<file path="config.mk">
export PLATFORM = sky130hd
export DESIGN_NAME = sar_unitcap_ctrl
export DESIGN_NICKNAME = d
export VERILOG_FILES = /design/src/rtl/sar_unitcap_ctrl.sv
export SDC_FILE = /design/constraint.sdc
export NUM_CORES = 1
export LEC_CHECK = 0
export ABC_AREA = 1
export BUFFER_PORTS_ARGS = -buffer_cell sky130_fd_sc_hd__buf_2
export CAP_MARGIN = 15
export CORE_MARGIN = 2
export CORE_UTILIZATION = 45
export CTS_CLUSTER_DIAMETER = 60
export DETAILED_ROUTE_END_ITERATION = 10
export GPL_ROUTABILITY_DRIVEN = 0
export PLACE_DENSITY = 0.75
export SYNTH_ARGS = -nofsm -noshare
export SYNTH_HDL_FRONTEND = slang
export SYNTH_SLANG_ARGS = --single-unit
export TNS_END_PERCENT = 50
</file>
<file path="constraint.sdc">
create_clock -name clk -period 2.2 [get_ports clk]
set_clock_uncertainty 0.1 [all_clocks]
set_input_delay 0.11 -clock clk [delete_from_list [all_inputs] [get_ports clk]]
set_output_delay 0.11 -clock clk [all_outputs]
set_load 0.02 [all_outputs]
</file>
<file path="src/rtl/sar_unitcap_ctrl.sv">
module sar_unitcap_ctrl #(
  parameter int NBITS         = 12,
  parameter int CBITS         = 5,
  parameter int SAMPLE_CYCLES = 2
) (
  input  logic                        clk,
  input  logic                        rst_n,
  input  logic                        start_i,
  input  logic                        cmp_i,
  output logic [2*(1<<CBITS)-1:0]     unit_sel_o,
  output logic [NBITS-CBITS-1:0]      tap_o,
  output logic                        sample_o,
  output logic                        busy_o,
  output logic                        done_o,
  output logic [NBITS-1:0]            result_o
);
  localparam int RBITS = NBITS - CBITS;
  localparam int UNITS = 1 << CBITS;
  localparam int IW    = $clog2(NBITS);
  localparam int SW    = (SAMPLE_CYCLES > 1) ? $clog2(SAMPLE_CYCLES) : 1;

  typedef enum logic [1:0] {ST_IDLE, ST_SAMP, ST_CONV} st_t;

  st_t              st;
  logic [SW-1:0]    scnt;
  logic [IW-1:0]    bidx;
  logic [NBITS-1:0] trial;
  logic [NBITS-1:0] res;
  logic             done_q;
  logic [CBITS-1:0] vcoarse;

  always_ff @(posedge clk or negedge rst_n) begin
    if (!rst_n) begin
      st     <= ST_IDLE;
      scnt   <= '0;
      bidx   <= '0;
      trial  <= '0;
      res    <= '0;
      done_q <= 1'b0;
    end else begin
      done_q <= 1'b0;
      case (st)
        ST_IDLE: if (start_i) begin
          st   <= ST_SAMP;
          scnt <= '0;
        end
        ST_SAMP: if (scnt == SW'(SAMPLE_CYCLES - 1)) begin
          st    <= ST_CONV;
          trial <= {1'b1, {(NBITS-1){1'b0}}};
          bidx  <= IW'(NBITS - 1);
        end else begin
          scnt <= scnt + 1'b1;
        end
        ST_CONV: begin
          trial[bidx] <= cmp_i;
          if (bidx == '0) begin
            st     <= ST_IDLE;
            done_q <= 1'b1;
            res    <= {trial[NBITS-1:1], cmp_i};
          end else begin
            trial[bidx - 1'b1] <= 1'b1;
            bidx <= bidx - 1'b1;
          end
        end
        default: st <= ST_IDLE;
      endcase
    end
  end

  assign vcoarse  = trial[NBITS-1:RBITS];
  assign tap_o    = trial[RBITS-1:0];
  assign sample_o = (st == ST_SAMP);
  assign busy_o   = (st != ST_IDLE);
  assign done_o   = done_q;
  assign result_o = res;

  for (genvar i = 0; i < UNITS; i++) begin : g_unit
    localparam logic [CBITS-1:0] UI = CBITS'(i);
    assign unit_sel_o[2*i +: 2] = sample_o      ? 2'b11 :
                                  (UI < vcoarse) ? 2'b01 :
                                  (UI == vcoarse) ? 2'b10 : 2'b00;
  end
endmodule

</file>
* Word-level counts from Yosys, hierarchy flattened
Cells that the tools add are included.
W data, S select, Z words.
** Operators by class
- Add/subtract/negate cells :: 2
- $mul :: 0
- Div/mod/pow operators :: 0
- Magnitude comparators :: 36
- Equality and inequality tests :: 37
- Shift-type cells :: 0
- Mux-type cells :: 116
- Bitwise gates (word level) :: 1
- Reduce and logical (&&, ||, !) cells :: 13
** Operators by type and width (number)
- $mux W2 :: 99
- $eq A5 B5 Y1 const A :: 16
- $lt A5 B5 Y1 const A :: 16
- $eq A4 B5 Y1 const A :: 8
- $lt A4 B5 Y1 const A :: 8
- $mux W12 :: 2
- $pmux W12 S2 :: 1
- $eq A3 B5 Y1 const A :: 4
- $lt A3 B5 Y1 const A :: 4
- $bwmux W12 :: 1
- $or A12 B12 Y12 :: 1
- $eq A2 B5 Y1 const A :: 2
- $lt A1 B5 Y1 const A :: 2
- $lt A2 B5 Y1 const A :: 2
- $lt A4 B5 Y1 const B :: 2
- $demux W1 S4 :: 2
- $ge A4 B1 Y1 const B :: 2
- $mux W4 :: 2
- $pmux W4 S2 :: 1
- $mux W1 :: 6
- $ne A2 B2 Y1 const B :: 3
- $pmux W2 S3 :: 1
- $reduce_and A2 Y1 :: 3
- $reduce_and A3 Y1 :: 2
- other kinds (12) :: 15
** Word-level totals
- Register bits after elaboration :: 32
- Bits in latches :: 0
- RAM bits :: 0
- Memory bits (read-only) :: 0
- Input bits :: 4
- Output and inout port bits :: 86
- Word-level logic and storage cells :: 211
- Memories :: 0

* Depth between registers and ports, before layout
Gate-level depths: netlist of the first run.
- Word-level depth :: 8
- Gate-level depth with buffers :: 11

* Worst setup path before layout of the first run
No wires, ideal clock.
- Path type :: reg-to-output
- Start :: register st[1]
- End :: output port unit_sel_o[59]
- Data arrival time :: 1.453 ns
- Required time :: 1.990 ns
- Setup slack :: 0.537 ns
- Cell stages (with the launch flop) :: 6
- Path through :: dfrtp_1 -> nor2_4 -> inv_2 -> nand2_1 -> inv_1 -> nor2_1
** Between the ends
- Cells in the longest elaborated chain, start to end :: 2
** Ends and longest elaborated chain
- start: declaration :: line 24 : st_t st;
- start signal: assignment :: line 34 : st <= ST_IDLE;
- start signal: assignment :: line 44 : st <= ST_SAMP;
- start signal: assignment :: line 48 : st <= ST_CONV;
- $eq A2 B1 Y1 :: line 72 : assign sample_o = (st == ST_SAMP);
- via sample_o :: line 12 : output logic sample_o,
- $mux W2 :: line 79 : assign unit_sel_o[2*i +: 2] = sample_o ? 2'b11 :
- end: declaration :: line 10 : output logic [2*(1<<CBITS)-1:0] unit_sel_o,
The timed path passes the listed nets, and every way through them passes these cells.

* Worst setup path after layout of the first run
- Start :: register st[1]
- End :: output port unit_sel_o[59]
** Between the ends
- Cells in the longest elaborated chain, start to end :: 2
** Ends and longest elaborated chain (line)
- $eq A2 B1 Y1 :: 72
- $mux W2 :: 79
Every way passes these cells.

==> results.md, run 1 <==
- Status: finished clean
- First-pass DRT Iterations: 4
- Drt wl/cell: 12.7 um
- Sw frac: 57.7%
- Clock slew at reported path FFs: 0.06 ns
- I/O Pins: 90
- Antenna cells: 0
- Post-CTS setup buffers: 0
- Clock tree buffer depth: 2
- WL final: 6260 um
- Data required time of the worst path: 1.99 ns
- Unrepaired setup endpoints after global routing: true
- Final setup vio count: 0
- Clock Latency Late Sink: 0.28 ns
- Vias post-DR: 2498
- Die ar.: 5770 um^2
- Multi-input logic area: 1220 um^2
- PwrDens: 1880 nW/um^2
- Core box area: 5040 um^2
- Register Area: 802 um^2
- Crit end category: primary output
- Hold Path Class: in -> reg
- Register area share after synthesis: 34.3%
- Leak pwr: 1.58 nW
- Flops & latches, synth: 32
- Comb power frac: 68.8%
- Initial antenna violation count: 0
- Min Tclk post-route: 1.99 ns
- Fmax: 502 MHz
- Final #Nets: 431
- MaxCap Viol Count: 0
- Post-synthesis cell count: 349
- Initial DRC Count: 209
- CP Class: reg -> out
- Largest area contributor in the netlist: dfrtp_1
- Layout Cells excl Fill: 494
- Layout cell share with drive strength beyond 1: 29.5%
- Avg Inst Size Synth: 6.68 um^2
- Largest net degree at the start of global routing: 37
- Area share of the largest cell type after synthesis: 34.3%
- Placed insts: 485
- Fill count: 486
- Seq pwr share: 21.0%
- Main synth FF type: dfrtp_1
- CP max FO: 36
- Synth unique cells: 28
- Port Buffers: 89
- Die width: 76.0 um
- Internal power: 2.26 mW
- Syn. warnings: 0
- Via density: 5.06
- Core Rows: 26
- Final Cycle Share: 90.5%
- Clk pwr share: 10.2%
- Clock sinks: 32
- Async set-reset flop share out of synthesis: 100%
- Nature of the critical path startpoint: flip-flop
- Slew Limit Fails: 0
- Root Buffer: clkbuf_8
- Post-DRT Antenna Nets: 0
- CTS tree: yes
- Setup TNS: 0 ns
- Worst vdd rail ir drop: 0.959 mV
- Pre-CTS WS: 0.367 ns
- Layout Cell Area excl Fill: 2840 um^2
- First-pass GRT wire length: 11300 um
- Remaining DRCs: 0
- Area contributors post-synth: dfrtp_1 34%, nand2_1 16%, o21ai_0 8.6%
- Post-synth EDFFs: 0
- Synth Net Count: 357
- Area growth syn-to-layout: 21.6%
- Vias in the first global route: 2439
- NetSw: 3.08 mW
- CTS buffer count: 5
- Relative slew slack: 53.3%
- Fin util: 56.2%
- Most frequent cell after synthesis: nand2_1
- Worst EP arrival: 1.78 ns
- Max H-tree Level: 2
- Post-synth top cells: 101 x nand2_1, 40 x inv_1, 40 x nor2_1, 40 x o21ai_0, 32 x dfrtp_1
- Endpoints failing hold: 0
- Initial Utilization: 46.3%
- Placed Area: 2720 um^2
- All-Layer GR Usage: 23.4%
- Die height: 76.0 um
- Synth Cell Area: 2330 um^2
- Final HPWL DP: 4620 um
- Worst-margin pin slew: 0.701 ns
- Setup WS post-layout: 0.208 ns
- Grt ovf: 0
## area by class of cell
class,instances,share of cell area (%)
clock inverters,2,1.24
clock buffers,6,2.56
flip-flops and latches,32,28.3
well taps,70,3.09
inverters,44,5.83
repair buffers,90,16.1
multi-input cells,250,42.9
## per-layer routing
| metal | share of wire, % | wire length, um | track usage (%) | vias to the layer above |
|---|---|---|---|---|
| met3 | 4.8 | 303 | 5.33 | 11 |
| met1 | 45 | 2830 | 31.3 | 1159 |
| met5 | 0 | 0 | 0 | - |
| met2 | 48 | 3020 | 37.3 | 76 |
| li1 | - | - | - | 1252 |
| met4 | 1.8 | 110 | 8.18 | 0 |
## layout by cell type (no fill, tap or decap)
cell / netlist / final
o31ai_1: 3 / 3
nor2_2: 1 / 1
o21ai_2: 11 / 11
nand2_1: 101 / 101
o21ai_0: 40 / 40
dlygate4sd3_1: 0 / 1
clkbuf_8: 0 / 5
or2_0: 1 / 1
dfrtp_2: 0 / 1
nand3_1: 11 / 11
clkinv_2: 0 / 1
buf_2: 7 / 89
a31oi_1: 2 / 2
bufinv_16: 0 / 1
nor2_4: 4 / 4
inv_1: 40 / 40
nor2_1: 40 / 40
nand2_2: 7 / 7
clkbuf_1: 4 / 1
a21oi_1: 7 / 7
inv_2: 4 / 4
dfrtp_1: 32 / 31
nand4_1: 7 / 7
o21ai_1: 3 / 3
ha_1: 4 / 4
nand3_2: 1 / 1
o22ai_1: 2 / 2
o221ai_1: 1 / 1
o211ai_1: 2 / 2
nor3_1: 2 / 2
## worst paths after layout
path	slack, ns	startpoint	end	cells after the start
max	0.21	st[1]	unit_sel_o[59]	6
min	0.007	start_i	st[0]	3
max reg2reg	0.36	bidx[0]	result_o[10]	7
min reg2reg	0.38	result_o[3]	result_o[3]	2
max in group asynchronous	1.20	rst_n	trial[11]	2
min in group asynchronous	0.31	rst_n	trial[0]	2
## state kept, by name (all words and copies together), names as in the netlist
register,cells
scnt,1
result_o,12
trial,12
bidx,4
done_o,1
st,2
## kinds of logic after synthesis
logic type | after synthesis | share of synthesized area (%)
compound gates | 71 | 17.9
buf+inv | 67 | 13.5
simple gates | 175 | 32.1
flops | 32 | 34.3
fa+ha+maj | 4 | 2.15
## critical path, cell delays in order (launching register included)
cell and delay (ns):
dfrtp_1 0.44, nor2_4 0.28, inv_2 0.26, nand2_1 0.16
inv_1 0.10, nor2_1 0.10, buf_2 0.17
## stage by stage
stage                     hold WS [ns]  power [mW]
after floorplan                 -0.286        3.76
after global placement          0.0951        4.72
after detailed placement         0.107        4.77
after CTS                      0.00656        5.33
after global routing            0.0113        5.80
final                          0.00741        5.33
## power by group through the flow
stage          Sequential [mW]  Combinational (mW)  Clock (mW)
3_3_place_gp              1.11                3.62           0
5_1_grt                   1.16                4.06       0.584
3_5_place_dp              1.12                3.65           0
2_1_floorplan             1.15                2.62           0
6_report                  1.12                3.67       0.545
4_1_cts                   1.11                3.66       0.554
## what timing repair did
action                                  CTS  global route
resized for setup                         0             1
endpoints found under the setup margin    0             4
hold endpoints to repair                 32             0
hold buffers                              1             0
No activity file was read; power rests on OpenSTA's default activity.
==> inputs of run 2 (changes only) <==
Settings changed: CORE_ASPECT_RATIO from default to 0.75, CTS_BUF_LIST from default to sky130_fd_sc_hd__clkbuf_16.
==> results.md, run 2 (synthesis results as in run 1) <==
- Hold depth: 3 (unchanged)
- Setup TNS: 0 ns (unchanged)
- Final HPWL DP: 4820 um (was 4620 um)
- Hold buffer count at cts: 1 (unchanged)
- R2R Path Start: bidx[0] (unchanged)
- Hold Path Class: in -> reg (unchanged)
- Clock sinks: 32 (unchanged)
- CP Class: reg -> out (unchanged)
- CP max FO: 36 (unchanged)
- Crit path cell chain: nor2_4 > inv_2 > o21ai_0 > inv_1 > nor2_1 > buf_2 (was nor2_4 > inv_2 > nand2_1 > inv_1 > nor2_1 > buf_2)
- Commonest non-fill, non-tap cell in the layout: nand2_1 (unchanged)
- Port Buffers: 89 (unchanged)
- Reg2Reg Capture Point: result_o[3] (was result_o[10])
- Final setup vio count: 0 (unchanged)
- Slew Limit Fails: 0 (unchanged)
- Fmax: 489 MHz (was 502 MHz)
- Die ar.: 5780 um^2 (was 5770 um^2)
- Data required time of the worst path: 1.99 ns (about the same)
- Antenna cells: 0 (unchanged)
- Leak pwr: 1.61 nW (was 1.58 nW)
- I/O Pins: 90 (unchanged)
- Worst vdd rail ir drop: 1.05 mV (was 0.959 mV)
- Min-Delay Endpoint: st[0] (unchanged)
- CTS tree: yes (unchanged)
- Nature of the critical path startpoint: flip-flop (unchanged)
- All-Layer GR Usage: 23.3% (was 23.4%)
- Initial antenna violation count: 0 (unchanged)
- Status: finished clean (unchanged)
- Initial DRC Count: 234 (was 209)
- Via density: 5.24 (was 5.06)
- Remaining DRCs: 0 (unchanged)
- MaxCap Viol Count: 0 (unchanged)
- First-pass DRT Iterations: 6 (was 4)
- First-pass GRT wire length: 10700 um (was 11300 um)
- Hold_sp: start_i (unchanged)
- Core Rows: 22 (was 26)
- Worst-margin pin slew: 0.717 ns (was 0.701 ns)
- Drt wl/cell: 13.5 um (was 12.7 um)
- Core box area: 4950 um^2 (was 5040 um^2)
- CTS buffer count: 5 (unchanged)
- Die height: 66.3 um (was 76.0 um)
- Register Area: 801 um^2 (was 802 um^2)
- Worst path max stage delay: 0.43 ns (was 0.44 ns)
- Fill count: 487 (was 486)
- Min Tclk post-route: 2.04 ns (was 1.99 ns)
- Grt ovf: 0 (unchanged)
- Max H-tree Level: 2 (unchanged)
- Layout cell share with drive strength beyond 1: 29.6% (was 29.5%)
- Root Buffer: clkbuf_16 (was clkbuf_8)
- Worst r2r path cells: 7 (unchanged)
- Endpoints failing hold: 0 (unchanged)
- Area growth syn-to-layout: 23.9% (was 21.6%)
- Die width: 87.1 um (was 76.0 um)
- Worst reg2reg setup slack: 0.41 ns (was 0.36 ns)
- Relative slew slack: 52.2% (was 53.3%)
- Largest net degree at the start of global routing: 37 (unchanged)
- Fin util: 58.3% (was 56.2%)
- Worst EP arrival: 1.83 ns (was 1.78 ns)
- Clock tree buffer depth: 2 (unchanged)
- Final Cycle Share: 92.9% (was 90.5%)
- PwrDens: 1950 nW/um^2 (was 1880 nW/um^2)
- Critical-path top delay cell: dfrtp_1 (unchanged)
- Unrepaired setup endpoints after global routing: false (was true)
- Post-CTS setup buffers: 0 (unchanged)
- Initial Utilization: 47.1% (was 46.3%)
- PostCTS Resize Cnt: 0 (unchanged)
- Vias post-DR: 2541 (was 2498)
- Post-DRT Antenna Nets: 0 (unchanged)
- Final total power: 5.62 mW (was 5.33 mW)
- Clock Latency Late Sink: 0.28 ns (about the same)
- Final #Nets: 432 (was 431)
- Vias in the first global route: 2198 (was 2439)
- Most frequent cells in the layout: 101 x nand2_1, 89 x buf_2, 40 x inv_1, 40 x nor2_1, 40 x o21ai_0 (unchanged)
- Crit end category: primary output (unchanged)
- Multi-input logic area: 1220 um^2 (unchanged)
- Clock slew at reported path FFs: 0.05 ns (was 0.06 ns)
- WL final: 6540 um (was 6260 um)
## run 2: how the worst max path moves through the flow
stage	start	end	slack, ns	cells past startpoint
6_report	st[1]	unit_sel_o[51]	0.16	6
5_1_grt	st[1]	unit_sel_o[60]	0.006	6
4_1_cts	st[1]	unit_sel_o[59]	0.20	6
3_5_place_dp	bidx[1]	result_o[3]	0.42	7
3_3_place_gp	bidx[0]	result_o[5]	0.50	7
2_1_floorplan	st[1]	unit_sel_o[59]	0.54	5
## run 2: power breakdown
| part | leakage [nW] | internal (mW) | total [mW] | switching, mW |
|---|---|---|---|---|
| clock | 0.0798 | 0.531 | 0.789 | 0.258 |
| combinational | 1.13 | 1.09 | 3.71 | 2.63 |
| sequential | 0.398 | 0.844 | 1.12 | 0.276 |
| total | 1.61 | 2.46 | 5.62 | 3.16 |
## run 2: final cells by class
cell class	count	area share (%)
multi-input combinational	250	42.1
clock buffer	5	4.33
sequential	32	27.7
timing repair buffer	91	16.0
tap	60	2.60
clock inverter	3	1.47
inverter	44	5.72
## run 2: per-stage QoR
stage / cells / setup slack (ns) / hold slack (ns) / cell area [um^2]
4_1_cts: 485 / 0.197 / 0.00951 / 2890
6_report: 485 / 0.156 / 0.0164 / 2890
3_5_place_dp: 476 / 0.420 / 0.103 / 2710
2_1_floorplan: 349 / 0.537 / -0.286 / 2330
5_1_grt: 485 / 0.00627 / 0.0317 / 2890
3_3_place_gp: 476 / 0.501 / 0.0999 / 2710
## run 2: critical path, delay by kind of cell (launching register included)
family	cells	cell delay, ns
buffers and inverters	3	0.56
AND/OR/NAND/NOR	2	0.40
flip-flops	1	0.43
AO/OA/AOI/OAI	1	0.16
## run 2: routing by layer
metal  global-route usage, %  vias up  share of wire (%)
met5                       0        -                  0
met4                    3.65        0               0.24
met1                    35.2     1176                 47
li1                        -     1258                  -
met2                    34.7      105                 45
met3                    4.74        2                8.1
